**config.mk**
```make
export PLATFORM = sky130hd
export DESIGN_NAME = rst_boot_sequencer
export DESIGN_NICKNAME = d
export VERILOG_FILES = /design/src/rtl/rbs_pkg.sv /design/src/rtl/rbs_strap_latch.sv /design/src/rtl/rbs_word_pack.sv /design/src/rtl/rbs_fsm.sv /design/src/rtl/rst_boot_sequencer.sv
export SDC_FILE = /design/constraint.sdc
export NUM_CORES = 1
export LEC_CHECK = 0
export BUFFER_PORTS_ARGS = -buffer_cell sky130_fd_sc_hd__buf_2
export CORE_MARGIN = 3
export CORE_UTILIZATION = 30
export CTS_BUF_LIST = sky130_fd_sc_hd__clkbuf_4 sky130_fd_sc_hd__clkbuf_8 sky130_fd_sc_hd__clkbuf_16
export CTS_CLUSTER_SIZE = 10
export DETAILED_ROUTE_END_ITERATION = 6
export HOLD_SLACK_MARGIN = 0.12
export PLACE_DENSITY = 0.53
export SETUP_SLACK_MARGIN = 0.4
export SYNTH_ARGS = -nofsm -noshare
export SYNTH_HDL_FRONTEND = slang
export SYNTH_HIERARCHICAL = 1
export SYNTH_SLANG_ARGS = --single-unit
```
**constraint.sdc**
```tcl
create_clock -name clk_i -period 1.96 [get_ports clk_i]
set_input_delay 0.098 -clock clk_i [delete_from_list [all_inputs] [get_ports clk_i]]
set_output_delay 0.098 -clock clk_i [all_outputs]
set_load 0.01 [all_outputs]
```
**src/rtl/rbs_pkg.sv**
```systemverilog
package rbs_pkg;

   typedef enum logic [2:0] {
      ST_RESET_HOLD = 3'd0,
      ST_WAIT_BUS   = 3'd1,
      ST_BDMA_READ  = 3'd2,
      ST_PM_WRITE   = 3'd3,
      ST_WAIT_HOST  = 3'd4,
      ST_RELEASE    = 3'd5
   } rbs_state_e;

   typedef enum logic [1:0] {
      BOOT_BYTE = 2'd0,
      BOOT_HOST = 2'd1,
      BOOT_NONE = 2'd2
   } rbs_boot_e;

   typedef struct packed {
      logic no_boot;
      logic ack_ext;
      logic host_en;
      logic host_dma;
   } rbs_mode_t;

endpackage

```
**src/rtl/rbs_strap_latch.sv**
```systemverilog
module rbs_strap_latch
   import rbs_pkg::*;
#(
   parameter bit FLAG_ACTIVE_HIGH = 1'b1
) (
   input  logic       clk_i,
   input  logic       rst_ni,
   input  logic [2:0] strap_i,
   input  logic       flag_pad_i,
   output rbs_mode_t  mode_o,
   output rbs_boot_e  boot_o,
   output logic       ack_drv_o
);

   logic      nb_raw;
   rbs_mode_t mode_q;

   // polarity of the shared flag strap
   generate
      if (FLAG_ACTIVE_HIGH) begin : g_nb_high
         assign nb_raw = flag_pad_i;
      end else begin : g_nb_low
         assign nb_raw = ~flag_pad_i;
      end
   endgenerate

   // sample only while reset is held; hold forever after
   always_ff @(posedge clk_i) begin
      if (!rst_ni) begin
         mode_q <= '{no_boot: nb_raw, ack_ext: strap_i[2],
                     host_en: strap_i[1], host_dma: strap_i[0]};
      end
   end

   always_comb begin
      if (mode_q.no_boot)                         boot_o = BOOT_NONE;
      else if (mode_q.host_en && mode_q.host_dma) boot_o = BOOT_HOST;
      else                                        boot_o = BOOT_BYTE;
   end

   assign mode_o    = mode_q;
   assign ack_drv_o = mode_q.host_en & ~mode_q.ack_ext;

endmodule

```
**src/rtl/rbs_word_pack.sv**
```systemverilog
module rbs_word_pack #(
   parameter int BYTE_W     = 8,
   parameter int WORD_BYTES = 3,
   localparam int WORD_W    = BYTE_W * WORD_BYTES
) (
   input  logic              clk_i,
   input  logic              rst_ni,
   input  logic              shift_i,
   input  logic [BYTE_W-1:0] byte_i,
   output logic [WORD_W-1:0] word_o
);

   logic [WORD_W-1:0] word_q;

   if (BYTE_W < 1 || WORD_BYTES < 1) begin : g_bad_cfg
      $error("rbs_word_pack: BYTE_W and WORD_BYTES must be at least 1");
   end

   // first byte ends up most significant
   generate
      if (WORD_BYTES == 1) begin : g_single
         always_ff @(posedge clk_i or negedge rst_ni) begin
            if (!rst_ni)      word_q <= '0;
            else if (shift_i) word_q <= byte_i;
         end
      end else begin : g_shift
         always_ff @(posedge clk_i or negedge rst_ni) begin
            if (!rst_ni)      word_q <= '0;
            else if (shift_i) word_q <= {word_q[WORD_W-BYTE_W-1:0], byte_i};
         end
      end
   endgenerate

   assign word_o = word_q;

endmodule

```
**src/rtl/rbs_fsm.sv**
```systemverilog
module rbs_fsm
   import rbs_pkg::*;
#(
   parameter int          AW         = 14,
   parameter int          WORD_BYTES = 3,
   parameter int          BOOT_WORDS = 32,
   parameter logic [AW-1:0] BM_BASE  = '0,
   localparam int BC_W = (WORD_BYTES > 1) ? $clog2(WORD_BYTES) : 1,
   localparam int WC_W = (BOOT_WORDS > 1) ? $clog2(BOOT_WORDS) : 1
) (
   input  logic          clk_i,
   input  logic          rst_ni,
   input  rbs_boot_e     boot_i,
   input  logic          bus_req_i,
   input  logic          bm_ack_i,
   input  logic          host_wr_i,
   input  logic [AW-1:0] host_addr_i,
   output rbs_state_e    st_o,
   output logic          bm_req_o,
   output logic [AW-1:0] bm_addr_o,
   output logic          shift_o,
   output logic          pm_we_o,
   output logic [AW-1:0] pm_addr_o,
   output logic          done_o
);

   localparam logic [BC_W-1:0] LAST_BYTE = BC_W'(WORD_BYTES - 1);
   localparam logic [WC_W-1:0] LAST_WORD = WC_W'(BOOT_WORDS - 1);

   if (BOOT_WORDS < 1 || WC_W > AW) begin : g_bad_cfg
      $error("rbs_fsm: BOOT_WORDS must be at least 1 and fit in AW bits");
   end

   rbs_state_e      st_q, st_d;
   logic [BC_W-1:0] byte_cnt_q;
   logic [WC_W-1:0] word_cnt_q;
   logic [AW-1:0]   bm_addr_q;
   logic            done_q;
   logic            take_byte;
   rbs_state_e      start_st;

   assign take_byte = (st_q == ST_BDMA_READ) && bm_ack_i;

   always_comb begin
      unique case (boot_i)
         BOOT_NONE: start_st = ST_RELEASE;
         BOOT_HOST: start_st = ST_WAIT_HOST;
         default:   start_st = ST_BDMA_READ;
      endcase
   end

   always_comb begin
      st_d = st_q;
      unique case (st_q)
         ST_RESET_HOLD, ST_WAIT_BUS:
            st_d = bus_req_i ? ST_WAIT_BUS : start_st;
         ST_BDMA_READ:
            if (take_byte && byte_cnt_q == LAST_BYTE) st_d = ST_PM_WRITE;
         ST_PM_WRITE:
            st_d = (word_cnt_q == LAST_WORD) ? ST_RELEASE : ST_BDMA_READ;
         ST_WAIT_HOST:
            if (host_wr_i && host_addr_i == '0) st_d = ST_RELEASE;
         ST_RELEASE:
            st_d = ST_RELEASE;
         default:
            st_d = ST_RESET_HOLD;
      endcase
   end

   always_ff @(posedge clk_i or negedge rst_ni) begin
      if (!rst_ni) begin
         st_q       <= ST_RESET_HOLD;
         byte_cnt_q <= '0;
         word_cnt_q <= '0;
         bm_addr_q  <= BM_BASE;
         done_q     <= 1'b0;
      end else begin
         st_q   <= st_d;
         done_q <= (st_d == ST_RELEASE) && (st_q != ST_RELEASE);
         if (take_byte) begin
            bm_addr_q  <= bm_addr_q + 1'b1;
            byte_cnt_q <= (byte_cnt_q == LAST_BYTE) ? '0 : byte_cnt_q + 1'b1;
         end
         if (st_q == ST_PM_WRITE) word_cnt_q <= word_cnt_q + 1'b1;
      end
   end

   assign st_o      = st_q;
   assign bm_req_o  = (st_q == ST_BDMA_READ);
   assign bm_addr_o = bm_addr_q;
   assign shift_o   = take_byte;
   assign pm_we_o   = (st_q == ST_PM_WRITE);
   assign pm_addr_o = AW'(word_cnt_q);
   assign done_o    = done_q;

endmodule

```
**src/rtl/rst_boot_sequencer.sv**
```systemverilog
module rst_boot_sequencer
   import rbs_pkg::*;
#(
   parameter int            AW               = 14,
   parameter int            BYTE_W           = 8,
   parameter int            WORD_BYTES       = 3,
   parameter int            BOOT_WORDS       = 32,
   parameter logic [AW-1:0] BM_BASE          = '0,
   parameter logic [AW-1:0] INT_START        = '0,
   parameter logic [AW-1:0] EXT_START        = '0,
   parameter bit            FLAG_ACTIVE_HIGH = 1'b1
) (
   input  logic                         clk_i,
   input  logic                         rst_ni,
   input  logic [2:0]                   strap_i,
   input  logic                         flag_pad_i,
   input  logic                         bus_req_i,
   output logic                         bm_req_o,
   output logic [AW-1:0]                bm_addr_o,
   input  logic                         bm_ack_i,
   input  logic [BYTE_W-1:0]            bm_data_i,
   output logic                         pm_we_o,
   output logic [AW-1:0]                pm_addr_o,
   output logic [BYTE_W*WORD_BYTES-1:0] pm_wdata_o,
   input  logic                         host_wr_i,
   input  logic [AW-1:0]                host_addr_i,
   output logic                         core_run_o,
   output logic                         fetch_ext_o,
   output logic [AW-1:0]                start_addr_o,
   output logic                         boot_done_o,
   output logic                         stack_clr_o,
   output logic                         irq_mask_o,
   output logic                         stat_clr_o,
   output logic                         hostack_drv_o
);

   rbs_mode_t  mode;
   rbs_boot_e  boot;
   rbs_state_e st;
   logic       shift;
   logic       in_hold;

   rbs_strap_latch #(.FLAG_ACTIVE_HIGH(FLAG_ACTIVE_HIGH)) u_strap (
      .clk_i     (clk_i),
      .rst_ni    (rst_ni),
      .strap_i   (strap_i),
      .flag_pad_i(flag_pad_i),
      .mode_o    (mode),
      .boot_o    (boot),
      .ack_drv_o (hostack_drv_o)
   );

   rbs_fsm #(
      .AW        (AW),
      .WORD_BYTES(WORD_BYTES),
      .BOOT_WORDS(BOOT_WORDS),
      .BM_BASE   (BM_BASE)
   ) u_fsm (
      .clk_i      (clk_i),
      .rst_ni     (rst_ni),
      .boot_i     (boot),
      .bus_req_i  (bus_req_i),
      .bm_ack_i   (bm_ack_i),
      .host_wr_i  (host_wr_i),
      .host_addr_i(host_addr_i),
      .st_o       (st),
      .bm_req_o   (bm_req_o),
      .bm_addr_o  (bm_addr_o),
      .shift_o    (shift),
      .pm_we_o    (pm_we_o),
      .pm_addr_o  (pm_addr_o),
      .done_o     (boot_done_o)
   );

   rbs_word_pack #(.BYTE_W(BYTE_W), .WORD_BYTES(WORD_BYTES)) u_pack (
      .clk_i  (clk_i),
      .rst_ni (rst_ni),
      .shift_i(shift),
      .byte_i (bm_data_i),
      .word_o (pm_wdata_o)
   );

   assign in_hold      = (st == ST_RESET_HOLD);
   assign stack_clr_o  = in_hold;
   assign irq_mask_o   = in_hold;
   assign stat_clr_o   = in_hold;
   assign core_run_o   = (st == ST_RELEASE);
   assign fetch_ext_o  = core_run_o && (boot == BOOT_NONE);
   assign start_addr_o = fetch_ext_o ? EXT_START : INT_START;

endmodule

```
### After elaboration in Yosys (flattened, before gate mapping)

Cells that the tools add are included.

* bits in registers: 53
* word-level logic and storage cells: 44
* input bits: 31
* output and inout bits: 75

* reductions and logical operators: 9
* eq/ne operators: 11
* $add $sub $neg: 3
* bitwise operators: 2
* mux-type cells: 9

Operator list (number)
* one-hot mux 3 bit (5 select lines): 1
* adder 14 x 1 -> 14 bit (second input constant): 1
* zero test 14 bit: 1
* 2-to-1 mux 3 bit: 4
* == test 3 bit (second input constant): 3
* == test 3 x 2 -> 1 bit (second input constant): 2
* logical AND 1 bit: 6
* one-hot mux 3 bit (2 select lines): 1
* adder 5 x 1 -> 5 bit (second input constant): 1
* == test 5 bit (second input constant): 1
* == test 2 bit (second input constant): 2
* 2-to-1 mux 2 bit: 2
* == test 3 x 1 -> 1 bit (second input constant): 1
* zero test 3 bit: 1
* != test 3 bit (second input constant): 1
* adder 2 x 1 -> 2 bit (second input constant): 1
* == test 2 x 1 -> 1 bit (second input constant): 1
* OR reduction 2 bit: 1
* bitwise AND 1 bit: 1
* 2-to-1 mux 1 bit: 1
* inverter 1 bit: 1

### Depth between registers and ports, before layout

Gate-level depths: netlist of run 1.

* depth after elaboration: 9
* depth in mapped cells: 7
* gate-level depth less buffers: 7

### Hierarchy

The synthesis of run 1 kept the hierarchy.

Modules (own cells, without submodules)
* rbs_fsm: cells an instance 126, sequential area each 625.6 sq um, area an instance 1302.5 sq um, instances 1
* rbs_word_pack: cells an instance 51, sequential area each 600.6 sq um, area an instance 997.2 sq um, instances 1
* rbs_strap_latch: cells an instance 8, sequential area each 120.1 sq um, area an instance 146.4 sq um, instances 1
* rst_boot_sequencer: cells an instance 20, sequential area each 0.0 sq um, area an instance 146.4 sq um, instances 1

### Least setup slack after synthesis of run 1

Ideal clock, no wire load.

* path kind: reg2reg
* start point: reg u_fsm.st_q[2], in the netlist u_fsm/st_o[2]
* end point: reg u_pack.word_q[10], in the netlist u_pack/word_o[10]
* clock period less this slack: 1.617 ns
* slack: 0.343 ns
* stages on the path, launching flop included: 8
* required time: 1.835 ns
* setup time: 0.125 ns
* path buffers: 4
* arrival: 1.492 ns
* cells stage by stage: dfrtp_1 -> buf_2 -> nand4bb_1 -> buf_2 -> inv_2 -> buf_6 -> buf_12 -> mux2_4

* word-level cells in the longest chain between the ends: 2

RTL lines
* start, declared: RTL line rbs_fsm.sv:34 `rbs_state_e st_q, st_d;`
* start signal, assigned: RTL line rbs_fsm.sv:78 `st_q <= st_d;`
* == test 3 x 2 -> 1 bit: RTL line rbs_fsm.sv:42 `assign take_byte = (st_q == ST_BDMA_READ) && bm_ack_i;`
* logical AND 1 bit: RTL line rbs_fsm.sv:42
* net shift: RTL line rst_boot_sequencer.sv:40 `logic shift;`
* end signal, assigned: RTL line rbs_word_pack.sv:29 `else if (shift_i) word_q <= {word_q[WORD_W-BYTE_W-1:0], byte_i};`
* end, declared: RTL line rbs_word_pack.sv:13 `logic [WORD_W-1:0] word_q;`

The timed path passes the listed nets, and every way through them passes these cells.
A chain may end at the register's enable or synchronous reset.

### Final worst setup path of run 1

* start point: reg u_fsm.st_q[1], in the netlist u_fsm/st_o[1]
* end point: reg u_fsm.done_q, in the netlist u_fsm/done_o

* word-level cells in the longest chain between the ends: 7
* elaborated cells between the ends (all ways): 15
* classes of those cells: eq/ne: 7; mux: 3; reduce/logical: 5

RTL lines
* == test 3 x 2 -> 1 bit: RTL line rbs_fsm.sv:42, rbs_fsm.sv:54
* logical AND 1 bit: RTL line rbs_fsm.sv:42
* logical AND 1 bit: RTL line rbs_fsm.sv:58 `if (take_byte && byte_cnt_q == LAST_BYTE) st_d = ST_PM_WRITE;`
* 2-to-1 mux 3 bit: RTL line rbs_fsm.sv:58
* one-hot mux 3 bit (5 select lines): RTL line rbs_fsm.sv:54 `unique case (st_q)`
* == test 3 bit: RTL line rbs_fsm.sv:79 `done_q <= (st_d == ST_RELEASE) && (st_q != ST_RELEASE);`
* logical AND 1 bit *: RTL line rbs_fsm.sv:79
* end signal, assigned: RTL line rbs_fsm.sv:79
* end, declared: RTL line rbs_fsm.sv:38 `logic done_q;`

Every way passes the cells marked *; elsewhere a longest branch is shown, timed or not.

==> results of run 1 <==
-- per-stage QoR --
stage	cell area [sq um]	hold slack [ps]	power, uW	util (%)	setup WS [ps]
after floorplan	2680	-198	1740	-	400
after global placement	3010	275	1920	36.3	388
after detailed placement	3010	282	1940	36.3	351
after CTS	3270	166	2630	39.5	401
after global routing	3360	163	2790	40.5	327
final	3360	173	2610	40.5	411
-- layer usage --
| metal | part of all wire (%) | vias up |
|---|---|---|
| met1 | 42 | 858 |
| li1 | - | 847 |
| met3 | 8.6 | 7 |
| met4 | 1.3 | 0 |
| met2 | 48 | 76 |
| met5 | 0 | - |
-- area by class of cell --
class,instances,area [sq um]
multi-input cells,134,1080
clock inverters,2,10.0
repair buffers,108,681
flip-flops and latches,53,1350
fillers,806,4940
inverters,7,31.3
clock buffers,6,76.3
well taps,105,131
-- report_power, final --
group,switching (uW),total (uW),internal (uW)
combinational,330,694,365
clock,347,610,263
sequential,85.5,1310,1220
total,762,2610,1850
-- path summary, 6_finish.rpt --
check	from	end	slack [ps]
setup reg to reg	u_fsm/st_o[1]$_DFF_PN0_	u_fsm/done_o$_DFF_PN0_	410
hold reg to reg	u_fsm/bm_addr_o[13]$_DFFE_PN0P_	u_fsm/bm_addr_o[13]$_DFFE_PN0P_	480
min in group asynchronous	rst_ni	u_pack/word_o[19]$_DFFE_PN0P_	480
setup / recovery	u_fsm/st_o[1]$_DFF_PN0_	u_fsm/done_o$_DFF_PN0_	410
hold / removal	bus_req_i	u_fsm/st_o[2]$_DFF_PN0_	170
max in group asynchronous	rst_ni	u_fsm/st_o[0]$_DFF_PN0_	1060
-- timing repair --
| action | in CTS | in global routing |
|---|---|---|
| setup buffers | 2 | 2 |
| cloned | 0 | 1 |
| gates resized for setup | 2 | 10 |
| hold endpoints to repair | 63 | 0 |
| pin swaps | 1 | 5 |
| hold buffers | 15 | 0 |
| setup endpoints to repair | 2 | 34 |
-- state kept, by name (all words and copies together), names as in the netlist --
signal and flops:
u_fsm/word_cnt_q 5, u_strap/mode_o 4, u_fsm/st_o 3, u_pack/word_o 24
u_fsm/bm_addr_o 14, u_fsm/done_o 1, u_fsm/byte_cnt_q 2
-- critical path, delay by kind of cell, from the launching register on --
family	cells	cell delay, ps
AOI/OAI and AO/OA	1	150
DFF	1	440
and+or+nand+nor	3	890
==> flow_metrics.env, run 1 <==
export IMPL_dpl_hpwl_um=3660
export IMPL_drt_initial_drc_count=18
export IMPL_top_usage_layer="met2"
export IMPL_final_common_cell="buf_2"
export IMPL_cts_max_level=2
export IMPL_dieHeight_um=98.8
export IMPL_outcome="complete, no violations"
export IMPL_die_area_sq_um=9770
export IMPL_slew_violations=0
export IMPL_worstHoldPathType="in2reg"
export IMPL_fmax_mhz=646
export IMPL_final_cell_mix="82 x buf_2, 49 x dfrtp_1, 23 x conb_1"
export IMPL_rr_worst_depth=4
export IMPL_drt_first_pass_iters=4
export IMPL_grt_ovfl_total=0
export IMPL_finalSetupViolCount=0
export IMPL_area_growth_pct=30.0
export IMPL_critPathMaxFanout=3
export IMPL_grt_pass1_wl_um=8450
export IMPL_crit_chain="nor4_4, nand4_1, or4b_4, a21oi_2"
export IMPL_via_count=1788
export IMPL_finalCritPeriodShare_pct=79.0
export IMPL_relSlewSlack_pct=58.3
export IMPL_skew_ps=8.67
export IMPL_fin_tns_setup_ps=0
export IMPL_hold_viol=0
export IMPL_portBuffers=82
export IMPL_vias_per_cell=4.31
export IMPL_drc_errors=0
export IMPL_dp_cells=387
export IMPL_fin_cells=415
export IMPL_cts_root_buffer="clkbuf_8"
export IMPL_maxCapViolCount=0
export IMPL_die_x_um=98.8
export IMPL_clk_latency_ps=300
export IMPL_worst_pin_slew_ps=625
export IMPL_holdPathStages=4
export IMPL_wl_per_cell_um=12.6
export IMPL_clock_sinks=53
export IMPL_slowest_stage="or4b_4"
export IMPL_vdd_ir_drop_worst_v=0.000372
export IMPL_wirelength_um=5240
export IMPL_syn_area_sq_um=2580
export IMPL_cp_arrival_ps=1780
export IMPL_grt_pass1_vias=1789
export IMPL_pwr_density_cell_nw_per_um2=777
export IMPL_required_ps=2190
export IMPL_crit_path_end_kind="flop"
export IMPL_clk_pin_slew_ps=90
export IMPL_io_pin_count=106
export IMPL_syn_instance_count=204
export IMPL_rows=33
export IMPL_antenna_cells=0
export IMPL_drive_gt1_share_pct=45.2
export IMPL_nNetsFinal=344
export IMPL_use_met2_pct=17.5
export IMPL_track_usage_pct=10.7
export IMPL_cts_buffers=5
export IMPL_critPathMaxStageDelay_ps=510
export IMPL_syn_avg_cell_area_sq_um=12.7
export IMPL_crit_type="reg2reg"
export IMPL_grt_setup_unrepaired="yes"
export IMPL_start_util_pct=31.1
export IMPL_period_minus_slack_ps=1550
export IMPL_core_sq_um=8300
export IMPL_gr_usage_met3_pct=3.61
export IMPL_clock_path_buffers=2
export IMPL_antenna_found_initial=0
export IMPL_grt_max_degree=50
export IMPL_routabilityCongestion=0.775
export IMPL_leakage_uw=0.00179
export IMPL_grt_util_met1_pct=13.4
export IMPL_ant_nets=0
export IMPL_ys_warn_count=6
export IMPL_startpoint_type="flop"
export IMPL_tritoncts="done"
No activity file was read; power rests on OpenSTA's default activity.
==> run 2: changes to the inputs <==
--- a/config.mk
+++ b/config.mk
@@ -5,6 +5,7 @@
 export SDC_FILE = /design/constraint.sdc
 export NUM_CORES = 1
 export LEC_CHECK = 0
+export ABC_AREA = 1
 export BUFFER_PORTS_ARGS = -buffer_cell sky130_fd_sc_hd__buf_2
 export CORE_MARGIN = 3
 export CORE_UTILIZATION = 30
@@ -12,7 +13,7 @@
 export CTS_CLUSTER_SIZE = 10
 export DETAILED_ROUTE_END_ITERATION = 6
 export HOLD_SLACK_MARGIN = 0.12
-export PLACE_DENSITY = 0.53
+export PLACE_DENSITY = 0.55
 export SETUP_SLACK_MARGIN = 0.4
 export SYNTH_ARGS = -nofsm -noshare
 export SYNTH_HDL_FRONTEND = slang
==> constraint.sdc (replaced) <==
create_clock -name clk_i -period 1.3 [get_ports clk_i]
set_input_delay 0.065 -clock clk_i [delete_from_list [all_inputs] [get_ports clk_i]]
set_output_delay 0.065 -clock clk_i [all_outputs]
set_load 0.01 [all_outputs]
==> flow_metrics.env, run 2 <==
export IMPL_fin_tns_setup_ps=-342
export IMPL_dieHeight_um=101
export IMPL_worst_pin_slew_ps=640
export IMPL_combPwrFrac_pct=45.5
export IMPL_start_util_pct=31.0
export IMPL_dpl_hpwl_um=4350
export IMPL_wl_per_cell_um=12.4
export IMPL_final_common_cell="nand2_1"
export IMPL_skew_ps=14.8
export IMPL_pwr_density_cell_nw_per_um2=1420
export IMPL_tritoncts="done"
export IMPL_rows=34
export IMPL_track_usage_pct=13.4
export IMPL_grt_max_degree=50
export IMPL_grt_ovfl_total=0
export IMPL_grt_pass1_vias=2428
export IMPL_portBuffers=82
export IMPL_required_ps=1530
export IMPL_via_count=2543
export IMPL_cp_arrival_ps=1640
export IMPL_syn_avg_cell_area_sq_um=8.56
export IMPL_drt_first_pass_iters=4
export IMPL_swShare_pct=35.6
export IMPL_ant_nets=0
export IMPL_critPathMaxFanout=2
export IMPL_crit_path_end_kind="flop"
export IMPL_die_x_um=101
export IMPL_clock_path_buffers=2
export IMPL_violations="negative hold slack, negative setup slack"
export IMPL_drc_errors=0
export IMPL_setup_ws_ps=-106
export IMPL_ys_warn_count=6
export IMPL_wirelength_um=7260
export IMPL_cts_hold_buffers=12
export IMPL_period_minus_slack_ps=1410
export IMPL_seqPwrFrac_pct=38.7
export IMPL_relSlewSlack_pct=57.3
export IMPL_antenna_found_initial=0
export IMPL_grt_pass1_wl_um=11200
export IMPL_startpoint_type="flop"
export IMPL_antenna_cells=0
export IMPL_cts_max_level=2
export IMPL_core_sq_um=8760
export IMPL_vdd_ir_drop_worst_v=0.000575
export IMPL_nNetsFinal=512
export IMPL_io_pin_count=106
export IMPL_worstHoldPathType="in2async"
export IMPL_drt_initial_drc_count=76
export IMPL_finalCritPeriodShare_pct=108
export IMPL_clock_sinks=53
export IMPL_hold_viol=49
export IMPL_outcome="complete, but fails checks"
export IMPL_slew_violations=0
export IMPL_drive_gt1_share_pct=50.4
export IMPL_p_sw_uw=2180
export IMPL_area_growth_pct=59.2
export IMPL_routabilityCongestion=0.793
export IMPL_die_area_sq_um=10200
export IMPL_holdWs_ps=-87.7
export IMPL_grt_setup_unrepaired="yes"
export IMPL_syn_area_sq_um=2710
export IMPL_cts_buffers=5
export IMPL_largest_reg_flops=24
export IMPL_clkPwrFrac_pct=15.8
export IMPL_finalSetupViolCount=11
export IMPL_crit_type="reg2reg"
export IMPL_final_cell_mix="91 x nand2_1, 65 x buf_2, 45 x buf_4, 45 x dfrtp_1, 35 x buf_6"
export IMPL_vias_per_cell=4.34
export IMPL_cts_root_buffer="clkbuf_8"
export IMPL_maxCapViolCount=0
export IMPL_syn_instance_count=317
export IMPL_internal_power_uw=3940
export IMPL_leakage_uw=0.00238
export IMPL_clk_latency_ps=310
export IMPL_clk_pin_slew_ps=100
export IMPL_fmax_mhz=711
[run 2: worst paths after layout]
| kind | from | end | slack (ps) | depth (start not counted) |
|---|---|---|---|---|
| worst max-delay path | u_fsm/word_cnt_q[1]$_DFFE_PN0N_ | u_fsm/done_o$_DFF_PN0_ | -110 | 8 |
| worst min-delay path | rst_ni | u_fsm/bm_addr_o[12]$_DFFE_PN0P_ | -90 | 2 |
| worst max register to register | u_fsm/word_cnt_q[1]$_DFFE_PN0N_ | u_fsm/done_o$_DFF_PN0_ | -110 | 8 |
| worst min register to register | u_pack/word_o[23]$_DFFE_PN0P_ | u_pack/word_o[23]$_DFFE_PN0P_ | 500 | 2 |
| max in group asynchronous | rst_ni | u_fsm/st_o[2]$_DFF_PN0_ | 930 | 2 |
| min in group clk_i | host_addr_i[12] | u_fsm/done_o$_DFF_PN0_ | 90 | 4 |
[run 2: repair_timing]
action                                 4_1_cts  5_1_grt
buffers inserted                            33       16
setup endpoints to repair                  100      101
endpoints found under the hold margin       63       50
pin swaps                                   18       22
gates resized for setup                     55       54
cloned                                       2        3
[run 2: per-stage QoR]
stage | total power [uW] | area [sq um] | utilization, % | worst slack [ps] | std cells
finish | 6130 | 4320 | 49.3 | -106 | 586
global route | 6550 | 4320 | 49.3 | -190 | 586
CTS | 5810 | 3940 | 45.0 | -59.5 | 567
detailed placement | 4140 | 3220 | 36.7 | -79.7 | 512
global placement | 4100 | 3220 | 36.7 | -1.55 | 512
floorplan | 3390 | 2820 | - | -107 | 338
[run 2: final cells by class]
class                      count  area (sq um)
sequential                    53          1350
multi-input combinational    225          1330
timing repair buffer         161          1260
clock inverter                 2          13.8
clock buffer                   6          76.3
tap                          108           135
timing repair inverter         1          11.3
inverter                      30           144
fill                         848          4440
[run 2: power groups by stage]
| stage | clock network, uW | logic (uW) | registers [uW] |
|---|---|---|---|
| floorplan | 0 | 754 | 2640 |
| detailed placement | 0 | 1700 | 2440 |
| global route | 1090 | 3040 | 2420 |
| global placement | 0 | 1670 | 2430 |
| finish | 967 | 2790 | 2370 |
| CTS | 1010 | 2440 | 2360 |
[run 2: metal layers]
layer / wire (um) / part of all wire, % / global-route usage [%] / up-vias
met2: 4010 / 55 / 24.9 / 50
met4: 78 / 1.1 / 2.97 / 0
li1: - / - / - / 1245
met5: 0 / 0 / 0 / -
met3: 276 / 3.8 / 2.77 / 9
met1: 2900 / 40 / 15.8 / 1239
[run 2: critical path, stage by stage (launching register included)]
cell	delay, ps
dfrtp_1	370
ha_2	170
inv_2	50
nor2_4	90
ha_4	130
nand4_1	140
o211ai_1	180
nand2_1	100
a21oi_2	100
==> run 3: changes to the inputs <==
--- a/config.mk
+++ b/config.mk
@@ -14,6 +14,7 @@
 export DETAILED_ROUTE_END_ITERATION = 6
 export HOLD_SLACK_MARGIN = 0.12
 export PLACE_DENSITY = 0.55
+export RECOVER_POWER = 25
 export SETUP_SLACK_MARGIN = 0.4
 export SYNTH_ARGS = -nofsm -noshare
 export SYNTH_HDL_FRONTEND = slang
==> flow_metrics.env, run 3 (same netlist as run 2, synthesis figures left out) <==
export IMPL_dpl_hpwl_um=4350
export IMPL_n_fill_cell=850
export IMPL_setup_ws_ps=-105
export IMPL_slew_violations=0
export IMPL_dp_cells=512
export IMPL_rr_worst_depth=8
export IMPL_die_x_um=101
export IMPL_clk_latency_ps=310
export IMPL_grt_pass1_wl_um=11200
export IMPL_rows=34
export IMPL_antenna_found_initial=0
export IMPL_cts_root_buffer="clkbuf_8"
export IMPL_tritoncts="done"
export IMPL_critPathCapture="u_fsm/done_o$_DFF_PN0_"
export IMPL_core_sq_um=8760
export IMPL_cp_arrival_ps=1640
export IMPL_finalCritPeriodShare_pct=108
export IMPL_final_common_cell="nand2_1"
export IMPL_grt_pass1_vias=2428
export IMPL_grt_setup_unrepaired="yes"
export IMPL_violations="negative setup slack"
export IMPL_pwr_density_cell_nw_per_um2=1420
export IMPL_grt_max_degree=50
export IMPL_holdWs_ps=90.9
export IMPL_dp_worst_setup_slack_ps=-79.7
export IMPL_relSlewSlack_pct=16.0
export IMPL_die_area_sq_um=10200
export IMPL_fmax_mhz=711
export IMPL_routabilityCongestion=0.793
export IMPL_top_usage_layer="met2"
export IMPL_wl_per_cell_um=12.4
export IMPL_use_met2_pct=24.9
export IMPL_grt_util_met1_pct=15.8
export IMPL_fin_cells=586
export IMPL_crit_path_end_kind="flop"
export IMPL_worst_pin_slew_ps=1260
export IMPL_ant_nets=0
export IMPL_power_uw=6130
export IMPL_startpoint_type="flop"
export IMPL_portBuffers=82
export IMPL_final_cell_mix="91 x nand2_1, 64 x buf_2, 45 x dfrtp_1"
export IMPL_cts_hold_buffers=12
export IMPL_leakage_uw=0.00237
export IMPL_drt_initial_drc_count=76
export IMPL_cts_buffers=5
export IMPL_vdd_ir_drop_worst_v=0.000575
export IMPL_maxCapViolCount=0
export IMPL_r2r_end="u_fsm/done_o$_DFF_PN0_"
export IMPL_via_count=2545
export IMPL_required_ps=1530
export IMPL_clock_sinks=53
export IMPL_area_growth_pct=59.1
export IMPL_period_minus_slack_ps=1410
export IMPL_crit_type="reg2reg"
export IMPL_start_util_pct=31.0
export IMPL_drc_errors=0
export IMPL_skew_ps=14.6
export IMPL_wirelength_um=7240
export IMPL_drive_gt1_share_pct=50.2
export IMPL_rrSetupSlack_ps=-110
export IMPL_clk_pin_slew_ps=100
export IMPL_finalSetupViolCount=10
export IMPL_vias_per_cell=4.34
export IMPL_gr_usage_met3_pct=2.77
export IMPL_drt_first_pass_iters=4
export IMPL_critPathMaxFanout=2
export IMPL_worstHoldPathType="in2reg"
export IMPL_nNetsFinal=512
export IMPL_cts_max_level=2
export IMPL_grt_ovfl_total=0
export IMPL_io_pin_count=106
export IMPL_largest_reg_flops=24
export IMPL_outcome="complete, but fails checks"
export IMPL_clock_path_buffers=2
export IMPL_track_usage_pct=13.4
export IMPL_dieHeight_um=101
export IMPL_antenna_cells=0
export IMPL_hold_viol=0
export IMPL_r2r_start="u_fsm/word_cnt_q[1]$_DFFE_PN0N_"
export IMPL_startpoint="u_fsm/word_cnt_q[1]$_DFFE_PN0N_"
==> run 3: worst max-delay path, stage by stage, from the launching register on <==
cell      delay (ps)
dfrtp_1          370
ha_2             170
inv_2             50
nor2_4            90
ha_4             130
nand4_1          140
o211ai_1         180
nand2_1          100
a21oi_2          100
==> run 3: cell type report <==
cell class	count	area, sq um	area share (%)
flip-flops and latches	53	1350	31.3
multi-input cells	225	1330	30.7
repair buffers	161	1260	29.2
inverters	30	144	3.33
well taps	108	135	3.13
clock buffers	6	76.3	1.77
clock inverters	2	13.8	0.319
repair inverters	1	11.3	0.261
==> run 3: per-layer routing <==
metal  routed length [um]  vias up
met1                 2880     1241
met5                    0        -
met4                   78        0
li1                     -     1245
met2                 4000       50
met3                  276        9
==> run 3: power by group <==
group / switching [uW] / internal [uW] / total [uW]
sequential: 270 / 2100 / 2370
clock: 562 / 407 / 969
combinational: 1350 / 1440 / 2790
total: 2180 / 3940 / 6130
==> run 3: worst min-delay path by stage <==
| stage | to | depth (start not counted) | startpoint |
|---|---|---|---|
| floorplan | u_fsm/bm_addr_o[0]$_DFFE_PN0P_ | 0 | rst_ni |
| global placement | u_strap/mode_o[2]$_DFFE_PN_ | 1 | strap_i[2] |
| detailed placement | u_strap/mode_o[0]$_DFFE_PN_ | 1 | strap_i[0] |
| CTS | u_fsm/word_cnt_q[1]$_DFFE_PN0N_ | 2 | rst_ni |
| global route | u_fsm/done_o$_DFF_PN0_ | 4 | host_addr_i[13] |
| finish | u_fsm/done_o$_DFF_PN0_ | 4 | host_addr_i[12] |
==> run 3: through the flow <==
stage	setup TNS [ps]	instance area [sq um]	utilization, %
floorplan	-2160	2820	-
global placement	-1.55	3220	36.7
detailed placement	-102	3220	36.7
CTS	-336	3940	45.0
global route	-2990	4320	49.2
finish	-330	4320	49.2
==> run 3: repair_timing <==
item / CTS / global route
endpoints found under the setup margin: 100 / 101
pin swaps: 18 / 22
gates resized for setup: 55 / 54
buffers inserted: 33 / 16
cloned: 2 / 3
endpoints found under the hold margin: 63 / 50
